## config.mk

```make
export PLATFORM = sky130hd
export DESIGN_NAME = store_buffer_q
export DESIGN_NICKNAME = d
export VERILOG_FILES = /design/src/rtl/stb_pkg.sv /design/src/rtl/stb_occupancy.sv /design/src/rtl/stb_slots.sv /design/src/rtl/stb_youngest.sv /design/src/rtl/store_buffer_q.sv
export SDC_FILE = /design/constraint.sdc
export NUM_CORES = 1
export LEC_CHECK = 0
export BUFFER_PORTS_ARGS = -buffer_cell sky130_fd_sc_hd__buf_2
export CAP_MARGIN = 10
export CORE_AREA = 3 3 180 182
export DETAILED_ROUTE_END_ITERATION = 7
export DIE_AREA = 0 0 183 185
export HOLD_SLACK_MARGIN = 0.06
export PLACE_DENSITY = 0.81
export SLEW_MARGIN = 40
export SYNTH_ARGS = -nofsm -noshare
export SYNTH_HDL_FRONTEND = slang
export SYNTH_SLANG_ARGS = --single-unit
export TNS_END_PERCENT = 50
```

## constraint.sdc

```tcl
create_clock -name clk -period 5.4 [get_ports clk]
set_input_delay 0.54 -clock clk [delete_from_list [all_inputs] [get_ports clk]]
set_output_delay 0.54 -clock clk [all_outputs]
set_load 0.02 [all_outputs]
```

## src/rtl/stb_pkg.sv

```systemverilog
package stb_pkg;

    // Number of low address bits that select a byte inside a word.
    localparam int unsigned BYTE_OFS_W = 2;

    // Slot holding the entry of a given age, where age 0 is the youngest
    // (just behind the tail pointer) and age depth-1 the oldest.
    function automatic int unsigned slot_at_age(
        input int unsigned tail,
        input int unsigned age,
        input int unsigned depth
    );
        return (tail + depth - 1 - age) % depth;
    endfunction

endpackage

```

## src/rtl/stb_occupancy.sv

```systemverilog
module stb_occupancy #(
    parameter int unsigned DEPTH = 4,
    localparam int unsigned PW = (DEPTH > 1) ? $clog2(DEPTH) : 1,
    localparam int unsigned CW = $clog2(DEPTH + 1)
) (
    input  logic          clk,
    input  logic          rst,
    input  logic          push,
    input  logic          pop,
    output logic [PW-1:0] head_ptr,
    output logic [PW-1:0] tail_ptr,
    output logic [CW-1:0] count,
    output logic          full,
    output logic          empty
);

    localparam logic [PW-1:0] LAST_SLOT = PW'(DEPTH - 1);
    localparam logic [CW-1:0] FULL_CNT  = CW'(DEPTH);

    logic [PW-1:0] head_q, tail_q;
    logic [CW-1:0] count_q;

    always_ff @(posedge clk) begin
        if (rst) begin
            head_q  <= '0;
            tail_q  <= '0;
            count_q <= '0;
        end else begin
            if (push) begin
                tail_q <= (tail_q == LAST_SLOT) ? '0 : tail_q + 1'b1;
            end
            if (pop) begin
                head_q <= (head_q == LAST_SLOT) ? '0 : head_q + 1'b1;
            end
            unique case ({push, pop})
                2'b10:   count_q <= count_q + 1'b1;
                2'b01:   count_q <= count_q - 1'b1;
                default: count_q <= count_q;
            endcase
        end
    end

    assign head_ptr = head_q;
    assign tail_ptr = tail_q;
    assign count    = count_q;
    assign full     = (count_q == FULL_CNT);
    assign empty    = (count_q == '0);

endmodule

```

## src/rtl/stb_slots.sv

```systemverilog
module stb_slots #(
    parameter int unsigned DEPTH  = 4,
    parameter int unsigned ADDR_W = 32,
    parameter int unsigned DATA_W = 32,
    localparam int unsigned PW = (DEPTH > 1) ? $clog2(DEPTH) : 1
) (
    input  logic                          clk,
    input  logic                          rst,
    input  logic                          push,
    input  logic                          pop,
    input  logic [PW-1:0]                 wr_ptr,
    input  logic [PW-1:0]                 rd_ptr,
    input  logic [ADDR_W-1:0]             wr_addr,
    input  logic [DATA_W-1:0]             wr_data,
    output logic [DEPTH-1:0]              slot_valid,
    output logic [DEPTH-1:0][ADDR_W-1:0]  slot_addr,
    output logic [DEPTH-1:0][DATA_W-1:0]  slot_data
);

    for (genvar s = 0; s < DEPTH; s++) begin : g_slot
        logic is_wr, is_rd;
        assign is_wr = push && (wr_ptr == PW'(s));
        assign is_rd = pop  && (rd_ptr == PW'(s));

        // Occupancy flag: set on write, cleared when drained.
        always_ff @(posedge clk) begin
            if (rst) begin
                slot_valid[s] <= 1'b0;
            end else if (is_wr) begin
                slot_valid[s] <= 1'b1;
            end else if (is_rd) begin
                slot_valid[s] <= 1'b0;
            end
        end

        // Payload needs no reset: it is only looked at while the flag is set.
        always_ff @(posedge clk) begin
            if (is_wr) begin
                slot_addr[s] <= wr_addr;
                slot_data[s] <= wr_data;
            end
        end
    end

endmodule

```

## src/rtl/stb_youngest.sv

```systemverilog
module stb_youngest
    import stb_pkg::*;
#(
    parameter int unsigned DEPTH  = 4,
    parameter int unsigned ADDR_W = 32,
    parameter int unsigned DATA_W = 32,
    localparam int unsigned PW = (DEPTH > 1) ? $clog2(DEPTH) : 1
) (
    input  logic [PW-1:0]                 tail_ptr,
    input  logic [DEPTH-1:0]              slot_valid,
    input  logic [DEPTH-1:0][ADDR_W-1:0]  slot_addr,
    input  logic [DEPTH-1:0][DATA_W-1:0]  slot_data,
    input  logic [ADDR_W-1:0]             key,
    output logic                          hit,
    output logic [DATA_W-1:0]             hit_data
);

    logic [DEPTH-1:0] match_vec;

    // One word-address comparator per slot.
    for (genvar s = 0; s < DEPTH; s++) begin : g_cmp
        assign match_vec[s] = slot_valid[s] &&
            (slot_addr[s][ADDR_W-1:BYTE_OFS_W] == key[ADDR_W-1:BYTE_OFS_W]);
    end

    // Walk from the oldest age to the youngest; a later match overrides an
    // earlier one, so the entry nearest the tail wins.
    logic [PW-1:0] idx;
    always_comb begin
        hit      = 1'b0;
        hit_data = '0;
        idx      = '0;
        for (int k = DEPTH - 1; k >= 0; k--) begin
            idx = PW'(slot_at_age(32'(tail_ptr), k, DEPTH));
            if (match_vec[idx]) begin
                hit      = 1'b1;
                hit_data = slot_data[idx];
            end
        end
    end

endmodule

```

## src/rtl/store_buffer_q.sv

```systemverilog
module store_buffer_q #(
    parameter int unsigned DEPTH  = 4,
    parameter int unsigned ADDR_W = 32,
    parameter int unsigned DATA_W = 32
) (
    input  logic              clk,
    input  logic              rst,
    input  logic              enq_valid,
    output logic              enq_ready,
    input  logic [ADDR_W-1:0] enq_addr,
    input  logic [DATA_W-1:0] enq_data,
    input  logic [ADDR_W-1:0] srch_addr,
    output logic              srch_hit,
    output logic [DATA_W-1:0] srch_data,
    output logic              head_valid,
    output logic [ADDR_W-1:0] head_addr,
    output logic [DATA_W-1:0] head_data,
    input  logic              deq
);

    localparam int unsigned PW = (DEPTH > 1) ? $clog2(DEPTH) : 1;
    localparam int unsigned CW = $clog2(DEPTH + 1);

    logic [PW-1:0] head_ptr, tail_ptr;
    logic [CW-1:0] occ_count;
    logic          full, empty;
    logic          push, pop;

    logic [DEPTH-1:0]             slot_valid;
    logic [DEPTH-1:0][ADDR_W-1:0] slot_addr;
    logic [DEPTH-1:0][DATA_W-1:0] slot_data;

    // Ready depends only on fullness, never on the dequeue input.
    assign enq_ready  = !full;
    assign head_valid = !empty;
    assign push       = enq_valid && !full;
    assign pop        = deq && !empty;

    stb_occupancy #(.DEPTH(DEPTH)) u_occ (
        .clk      (clk),
        .rst      (rst),
        .push     (push),
        .pop      (pop),
        .head_ptr (head_ptr),
        .tail_ptr (tail_ptr),
        .count    (occ_count),
        .full     (full),
        .empty    (empty)
    );

    stb_slots #(.DEPTH(DEPTH), .ADDR_W(ADDR_W), .DATA_W(DATA_W)) u_slots (
        .clk        (clk),
        .rst        (rst),
        .push       (push),
        .pop        (pop),
        .wr_ptr     (tail_ptr),
        .rd_ptr     (head_ptr),
        .wr_addr    (enq_addr),
        .wr_data    (enq_data),
        .slot_valid (slot_valid),
        .slot_addr  (slot_addr),
        .slot_data  (slot_data)
    );

    stb_youngest #(.DEPTH(DEPTH), .ADDR_W(ADDR_W), .DATA_W(DATA_W)) u_search (
        .tail_ptr   (tail_ptr),
        .slot_valid (slot_valid),
        .slot_addr  (slot_addr),
        .slot_data  (slot_data),
        .key        (srch_addr),
        .hit        (srch_hit),
        .hit_data   (srch_data)
    );

    assign head_addr = slot_addr[head_ptr];
    assign head_data = slot_data[head_ptr];

endmodule

```

Word level (Yosys, flattened, before mapping). Cells that the tools add are included.

Flip-flop bits (word level): 267. Word-level logic and storage cells: 105.

Add/subtract/negate cells: 9. Magnitude comparators: 5. Eq/ne operators: 13. Mux-type cells: 39. Reduce and logical (&&, ||, !) cells: 24.

Operator list (number): binary-select mux 32 bit (select 2 bit) (6); two-way mux 32 bit (10); == test 30 bit (4); two-way mux 1 bit (16); < comparator 2 x 3 -> 1 bit, second input constant (5); logical AND 1 bit (14); == test 2 bit, second input constant (5); nonzero test 2 bit (5); binary-select mux 1 bit (select 2 bit) (4); adder 2 x 1 -> 2 bit, second input constant (3); == test 2 x 1 -> 1 bit, second input constant (3); one-hot mux 3 bit (2 select lines) (1); zero test 2 bit (2); two-way mux 2 bit (2); subtractor 2 x 1 -> 2 bit, second input constant (2); subtractor 2 bit, second input constant (2); adder 3 x 1 -> 3 bit, second input constant (1); == test 3 bit, second input constant (1); zero test 3 bit (1); subtractor 3 x 1 -> 3 bit, second input constant (1); zero test 1 bit (2).

Logic depth before layout (Yosys ltp). Gate-level depths: netlist of run 1.

Depth in word-level cells: 9. Mapped depth: 11.

Hierarchy. A second synthesis of run 1 with hierarchy kept.

Cell total of the unflattened synthesis: 1218. Area total of the unflattened synthesis: 16052.9 µm².

Modules (own cells, without submodules): stb_slots (instances 1, cells an instance 278, area an instance 7890.1 µm², sequential area each 7767.4 µm²); stb_youngest (instances 1, cells an instance 821, area an instance 6182.2 µm², sequential area each 0.0 µm²); store_buffer_q (instances 1, cells an instance 82, area an instance 1642.8 µm², sequential area each 0.0 µm²); stb_occupancy (instances 1, cells an instance 37, area an instance 337.8 µm², sequential area each 140.1 µm²).

Worst setup path after synthesis of run 1. No wires, ideal clock.

Path kind: input -> output. Start: in srch_addr[11]. End: out srch_data[10]. Data arrival time: 2723 ps. Data required time: 4860 ps. Path slack: 2137 ps. Stages: 10. Path buffers: 2. Cells stage by stage: buf_6 -> xnor2_2 -> nand4_1 -> or4_4 -> nor4b_2 -> a2111oi_2 -> buf_6 -> a2111oi_2 -> o21ai_1 -> a21oi_1.

Longest elaborated chain between the ends: 8.

RTL lines: from (decl) (RTL line store_buffer_q.sv:12) `input logic [ADDR_W-1:0] srch_addr,`; == test 30 bit (RTL line stb_youngest.sv:23) `(slot_addr[s][ADDR_W-1:BYTE_OFS_W] == key[ADDR_W-1:BYTE_OFS_W]);`; logical AND 1 bit (RTL line stb_youngest.sv:22) `assign match_vec[s] = slot_valid[s] &&`; binary-select mux 1 bit (select 2 bit) (RTL line stb_youngest.sv:35) `if (match_vec[idx]) begin`; two-way mux 1 bit (not written as such) (RTL line stb_youngest.sv:35); two-way mux 32 bit (3 in a row) (RTL line stb_youngest.sv:35); two-way mux 32 bit * (RTL line stb_youngest.sv:35); to (decl) (RTL line store_buffer_q.sv:14) `output logic [DATA_W-1:0] srch_data,`.

Mark *: on every way between the ends. The rest lies on a longest branch, timed or not. The select of a mux whose other input is x is not followed.

Worst setup path after layout of run 1.
Start: reg u_slots.slot_addr[9] (netlist bit). End: out srch_data[6].

Longest elaborated chain between the ends: 8.

RTL lines: from (decl) (RTL line stb_slots.sv:16) `output logic [DEPTH-1:0][ADDR_W-1:0] slot_addr,`; from (signal, indexed assignment) (RTL line stb_slots.sv:39) `slot_addr[s] <= wr_addr;`; == test 30 bit * (RTL line stb_youngest.sv:23); logical AND 1 bit * (RTL line stb_youngest.sv:22); binary-select mux 1 bit (select 2 bit) (RTL line stb_youngest.sv:35); two-way mux 1 bit (not written as such) (RTL line stb_youngest.sv:35); two-way mux 32 bit (3 in a row) (RTL line stb_youngest.sv:35); two-way mux 32 bit * (RTL line stb_youngest.sv:35).

Marks and branches as above.

==> impl_metrics.tcl, run 1 <==
set metrics [dict create \
    critPathArrivalTime_ns 3.84 \
    cts_tree "yes" \
    cpLargestDelayFamily "simple AND/OR/NAND/NOR gates" \
    cts_sinks 267 \
    power.combinational.fraction 0.314 \
    min_period_ns 4.378 \
    layout.nets 1346 \
    routedWlPerCell_um 22.81 \
    final_antenna_net_count 0 \
    grt.total_usage 0.2206 \
    status "completed" \
    crit_path_cell_trace "xnor2_1 -> nand4_1 -> or4_1 -> nor2_1 -> mux4_2 -> buf_4 -> and2_1 -> o21ai_1 -> a21oi_1 -> buf_2" \
    cp_bufs_invs 2 \
    cts.root.buffer_cell "sky130_fd_sc_hd__clkbuf_16" \
    grt_remaining_overflow 0 \
    worstSkewPairLatency_ns 0.54 \
    power_density_mw_per_mm2 368.4 \
    clock.fmax_mhz 228.4 \
    synth-seq-area-share 0.5120 \
    via_per_inst 6.235 \
    synth_cell_type_count 38 \
    grt_setup_unrepaired "no" \
    die_area_mm2 0.03386 \
    number_of_warning_messages_in_the_yosys_log 0 \
    mappedNetlistArea_mm2 0.01544 \
    post_synth_inst_count 1070 \
    layout-drive-gt1-share 0.3660 \
    dieWidth_um 183 \
    die_h_um 185 \
    netSwitchingFraction 0.3172 \
    floorplan.io_pins 199 \
    place.gp.congestion 0.8598 \
    timing.final.hold_violations 0 \
    wire_length_of_the_first_global_routing_pass_um 58590 \
    postRouteWirelength_um 37680 \
    largest_stage_delay_worst_path_ns 0.62 \
    multi_input_comb_area_mm2 0.007183 \
    first_global_vias 10370 \
    cp-startpoint "u_slots.slot_addr[9]" \
    drt_pass1_iterations 5 \
    worstPathRequired_ns 4.86 \
    critical_path_class "register to primary output" \
    slew-limit-headroom 0.4796 \
    timing.hold.worst.start "enq_addr[10]" \
    power_leakage_uw 0.005819 \
    post_cts.repair.setup_buffers 0 \
    critical_path.slowest_cell "sky130_fd_sc_hd__or4_1" \
    max_cap_viols 0 \
    crit_share_post_route 0.8107 \
    drc 0 \
    finalMaxSlewViolations 0 \
    cp-end-kind "primary output" \
    layout-area-overhead-vs-synth_pct 14.62 \
    max-vdd-ir-drop_uv 329.6 \
    total_cts_buffers 28 \
    cellInternalPower_uw 4452 \
    ys_ff_latch 267 \
    layout.cells.most_common_list "sky130_fd_sc_hd__edfxtp_1 (256), sky130_fd_sc_hd__buf_2 (196), sky130_fd_sc_hd__mux4_2 (129), sky130_fd_sc_hd__a21oi_1 (78), sky130_fd_sc_hd__xor2_1 (62)" \
    clock_power_share 0.280 \
    clkTransAtPathRegs_ns 0.06 \
    layout.area.seq_mm2 0.007919 \
    grt_antenna_before_repair 6 \
    finalSetupTns_ns 0 \
    largest_fanout_on_the_critical_path 14 \
    n_fill_cell 2405 \
    tightestPinTransition_ns 0.7806 \
    postSynthAreaPerCell_um2 14.43 \
    cts-htree-levels 1 \
    number_of_endpoints_failing_setup_at_the_final_stage 0 \
    hold_ws_ns 0.2049 \
    timing.hold.worst.class "input port to register" \
    finalClockSkew_ns 0.01542 \
    final_common_cell "sky130_fd_sc_hd__edfxtp_1" \
    core_area_mm2 0.03075 \
    postCtsResizedCells 0 \
    vias 10300 \
    synth.net_count 1180 \
    r2r_start "u_occ.tail_ptr[0]" \
    place.detailed.hpwl_um 25210 \
    start_util 0.5022 \
    std_cell_rows 64 \
    p_sw_uw 2068 \
    power.share.sequential 0.406 \
    worstSetupStartpointType "register" \
    portBuffers 196 \
    detailedRoute.firstIterationViolations 1027 \
    cts_hold_repair.buffers 0 \
    max-clock-path-buffers 3 \
    grt_start_max_net_pins 82 \
    report.power.total_uw 6521 \
]
## state kept, by name, indices dropped and copies added (netlist names)
register,count
u_slots.slot_addr,128
u_slots.slot_data,128
u_slots.slot_valid,4
u_occ.count,3
u_occ.head_ptr,2
u_occ.tail_ptr,2
## metrics by stage
stage	util	worst slack [ns]	instance area [µm²]	std cells
6_report	0.5756	1.022	17700	1652
3_3_place_gp	0.5454	1.282	16770	1600
3_5_place_dp	0.5472	1.264	16820	1602
4_1_cts	0.5752	0.9876	17690	1650
2_1_floorplan	-	2.137	15440	1070
5_1_grt	0.5756	0.8286	17700	1651
## logic make-up after synthesis
family                   share of synthesized area
multiplexers                                0.2343
AO/OA/AOI/OAI                              0.07770
flip-flops                                  0.5120
XOR/XNOR                                   0.06968
adder cells (fa/ha/maj)                   0.008588
buffers and inverters                      0.02576
AND/OR/NAND/NOR                            0.07194
## layer usage
layer	routed length (µm)	up-vias	global-route usage
li1	-	4560	-
met2	18750	465	0.3757
met4	951	10	0.05820
met5	65	-	0
met1	14560	5192	0.2919
met3	3356	73	0.04595
## area by class of cell
class | instances | area share
multi-input cells | 717 | 0.4058
clock inverters | 12 | 0.006291
diodes | 2 | 0.0002827
clock buffers | 36 | 0.04248
well taps | 396 | 0.02799
inverters | 7 | 0.001484
flip-flops and latches | 267 | 0.4474
repair buffers | 215 | 0.06828
## power by group through the flow
stage               Clock, µW  Sequential, µW  Combinational [µW]
floorplan                   0            2600                1560
finish                   1820            2650                2050
global placement            0            2700                1990
detailed placement          0            2700                2050
CTS                      1860            2650                2060
global route             1930            2680                2210
## synthesized netlist by cell type
library cell                  n  area [µm²]
sky130_fd_sc_hd__a2111oi_0    3       26.28
sky130_fd_sc_hd__a2111oi_2   28       420.4
sky130_fd_sc_hd__a2111oi_4    1       27.53
sky130_fd_sc_hd__a21oi_1     78       390.4
sky130_fd_sc_hd__and2_1      32       200.2
sky130_fd_sc_hd__and3_1       4       25.02
sky130_fd_sc_hd__buf_1       14       52.55
sky130_fd_sc_hd__buf_2       12       60.06
sky130_fd_sc_hd__buf_4        2       15.01
sky130_fd_sc_hd__buf_6        7       78.83
sky130_fd_sc_hd__clkbuf_1    44       165.2
sky130_fd_sc_hd__dfxtp_1     11       220.2
sky130_fd_sc_hd__edfxtp_1   256        7687
sky130_fd_sc_hd__fa_1         1       20.02
sky130_fd_sc_hd__ha_1         9       112.6
sky130_fd_sc_hd__inv_1        7       26.28
sky130_fd_sc_hd__mux2_2      34       382.9
sky130_fd_sc_hd__mux2i_1     33       330.3
sky130_fd_sc_hd__mux4_2     129        2905
sky130_fd_sc_hd__nand2_1     42       157.7
sky130_fd_sc_hd__nand3_1      2       10.01
sky130_fd_sc_hd__nand3b_1     1       7.510
sky130_fd_sc_hd__nand4_1     20       125.1
sky130_fd_sc_hd__nor2_1      50       187.7
sky130_fd_sc_hd__nor2_2       1       6.260
sky130_fd_sc_hd__nor2_4       1       11.26
sky130_fd_sc_hd__nor2b_1     31       193.9
sky130_fd_sc_hd__nor3_1       8       40.04
sky130_fd_sc_hd__nor4_1      13       81.33
sky130_fd_sc_hd__nor4b_2      1       15.01
sky130_fd_sc_hd__o21ai_0     35       175.2
sky130_fd_sc_hd__o21ai_1     32       160.2
sky130_fd_sc_hd__or3_1        2       12.51
sky130_fd_sc_hd__or4_1        2       15.01
sky130_fd_sc_hd__or4_4        2       22.52
sky130_fd_sc_hd__xnor2_1     59       516.8
sky130_fd_sc_hd__xnor2_2      1       16.27
sky130_fd_sc_hd__xor2_1      62       543.0
## path summary, 6_finish.rpt
path | to | slack (ns) | cells past startpoint
max | srch_data[6] | 1.02 | 10
min | u_slots.slot_addr[10] | 0.20 | 1
max reg2reg | u_slots.slot_data[110] | 2.28 | 5
min reg2reg | u_slots.slot_valid[2] | 0.52 | 2
Power figures use the tool's default switching activity.
==> inputs of run 2 (changes only) <==
- clock period: 5.4 -> 4.2 ns (I/O delays scaled with it)
==> run 2 against run 1 <==
Flip-flop and latch count stayed put; final area is 1.0% higher; via count hardly changed; count of clock-buffer cells in the layout is 3 higher; clock power is 35% higher; global-route usage is 0.76 points higher; largest power group unchanged; highest routed layer unchanged.
==> impl_metrics.tcl, run 2 (same netlist as run 1, synthesis figures left out) <==
set metrics [dict create \
    status "completed" \
    min_period_ns 4.048 \
    timing.hold.worst_endpoint "u_slots.slot_addr[74]" \
    start_util 0.5022 \
    finalSetupTns_ns 0 \
    drt_pass1_iterations 7 \
    die_h_um 185 \
    post_cts.repair.setup_buffers 0 \
    rrSetupSlack_ns 1.87 \
    place_worst_setup_slack_ns 0.4791 \
    cts_sinks 267 \
    grt_use_met2 0.3993 \
    postCtsResizedCells 0 \
    max_cap_viols 0 \
    tightestPinTransition_ns 0.8463 \
    via_per_inst 6.218 \
    n_fill_cell 2409 \
    detailed_place.area_mm2 0.01692 \
    drc 0 \
    min_delay_path_depth 1 \
    use_met1 0.2873 \
    clock.fmax_mhz 247.0 \
    cts_hold_repair.buffers 0 \
    grt_remaining_overflow 0 \
    cts_tree "yes" \
    postRouteWirelength_um 38880 \
    layout.cells.most_common_list "sky130_fd_sc_hd__edfxtp_1 (256), sky130_fd_sc_hd__buf_2 (196), sky130_fd_sc_hd__mux4_2 (129), sky130_fd_sc_hd__a21oi_1 (78), sky130_fd_sc_hd__xor2_1 (62)" \
    critPathArrivalTime_ns 3.63 \
    std_cell_rows 64 \
    worstSkewPairLatency_ns 0.54 \
    power_density_mw_per_mm2 477.0 \
    number_of_endpoints_failing_setup_at_the_final_stage 0 \
    timing.hold.worst.class "input port to register" \
    timing.final.hold_violations 0 \
    grt_start_max_net_pins 140 \
    grt_setup_unrepaired "no" \
    vias 10310 \
    wire_length_of_the_first_global_routing_pass_um 60370 \
    worstSetupStartpointType "register" \
    finalMaxSlewViolations 0 \
    max-vdd-ir-drop_uv 430.6 \
    core_area_mm2 0.03075 \
    reg2regPathDepth 4 \
    final_common_cell "sky130_fd_sc_hd__edfxtp_1" \
    finalInstanceArea_mm2 0.01788 \
    dieWidth_um 183 \
    total_cts_buffers 28 \
    largest_fanout_on_the_critical_path 33 \
    clkTransAtPathRegs_ns 0.06 \
    critical_path_class "register to primary output" \
    crit_share_post_route 0.9638 \
    setup_ws_ns 0.1520 \
    max-clock-path-buffers 3 \
    grt.total_usage 0.2282 \
    r2r_start "u_occ.tail_ptr[0]" \
    floorplan.io_pins 199 \
    routedWlPerCell_um 23.45 \
    grt_antenna_before_repair 8 \
    busiest_metal_layer_after_global_routing "met2" \
    first_global_vias 10450 \
    portBuffers 196 \
    layout.nets 1347 \
    detailedRoute.firstIterationViolations 946 \
    finalClockSkew_ns 0.03103 \
    layout-drive-gt1-share 0.3665 \
    power_leakage_uw 0.005885 \
    layout-area-overhead-vs-synth_pct 15.81 \
    cp-end-kind "primary output" \
    timing.hold.worst.start "enq_addr[10]" \
    worstPathRequired_ns 3.78 \
    die_area_mm2 0.03386 \
    utilization 0.5816 \
    hold_ws_ns 0.08893 \
    leading_registers_by_flop_count "u_slots.slot_addr (128), u_slots.slot_data (128), u_slots.slot_valid (4)" \
    global_route.usage.met3 0.05185 \
    reg2reg_to "u_slots.slot_addr[3]" \
    slew-limit-headroom 0.4358 \
    cts.root.buffer_cell "sky130_fd_sc_hd__clkbuf_16" \
    cts-htree-levels 1 \
    place.detailed.hpwl_um 25600 \
    final_antenna_net_count 0 \
    place.gp.congestion 0.8475 \
]
-- run 2: changes by cell type in the layout (fill, tap and decap cells not counted), sizes merged --
cell / change
clkinvlp: -1
clkbuf: +3
buf: +1
diode: +2
bufinv: +1
-- run 2: worst max path at each step --
| stage | startpoint | end | slack [ns] | cells past startpoint |
|---|---|---|---|---|
| after global routing | u_slots.slot_addr[61] | srch_data[1] | 0.05 | 10 |
| after detailed placement | srch_addr[29] | srch_data[0] | 0.48 | 11 |
| after floorplan | u_occ.tail_ptr[0] | srch_data[0] | 1.07 | 8 |
| after global placement | srch_addr[18] | srch_data[1] | 0.60 | 11 |
| final | u_slots.slot_addr[61] | srch_data[24] | 0.15 | 10 |
| after CTS | u_slots.slot_addr[82] | srch_data[0] | 0.04 | 10 |
-- run 2: cell type report --
cell class | instances | area, µm² | share of cell area
Timing Repair Buffer | 216 | 1321 | 0.07388
Inverter | 7 | 26.28 | 0.001469
Clock buffer | 39 | 783.3 | 0.04379
Clock inverter | 12 | 130.1 | 0.007276
Multi-Input combinational cell | 717 | 7199 | 0.4025
Antenna cell | 4 | 10.01 | 0.0005597
Sequential cell | 267 | 7919 | 0.4428
Tap cell | 396 | 495.5 | 0.02770
-- run 2: metal layers --
layer,routed length (µm),part of all wire,vias up
met2,19720,0.51,477
met3,3436,0.088,83
met1,14520,0.37,5177
met4,1164,0.030,10
li1,-,-,4562
met5,48,0.0012,-
-- run 2: metrics by stage --
stage / total power (µW) / std cells
finish: 8531 / 1658
global route: 8932 / 1656
CTS: 8593 / 1653
detailed placement: 6134 / 1602
global placement: 6048 / 1598
floorplan: 5350 / 1070
-- run 2: critical path, cell delays in order, from the launching register on --
cell	delay, ns
sky130_fd_sc_hd__edfxtp_1	0.41
sky130_fd_sc_hd__xnor2_1	0.38
sky130_fd_sc_hd__nand4_1	0.17
sky130_fd_sc_hd__or4_1	0.59
sky130_fd_sc_hd__nor3_1	0.35
sky130_fd_sc_hd__a2111oi_4	0.07
sky130_fd_sc_hd__buf_12	0.21
sky130_fd_sc_hd__a2111oi_2	0.34
sky130_fd_sc_hd__o21ai_1	0.12
sky130_fd_sc_hd__a21oi_1	0.22
sky130_fd_sc_hd__buf_2	0.20
-- run 2: report_power, final --
part	switching (µW)	leakage, µW	internal [µW]
clock	971	0.000441	1470
sequential	232	0.00244	3190
combinational	1480	0.00300	1190
total	2680	0.00589	5850
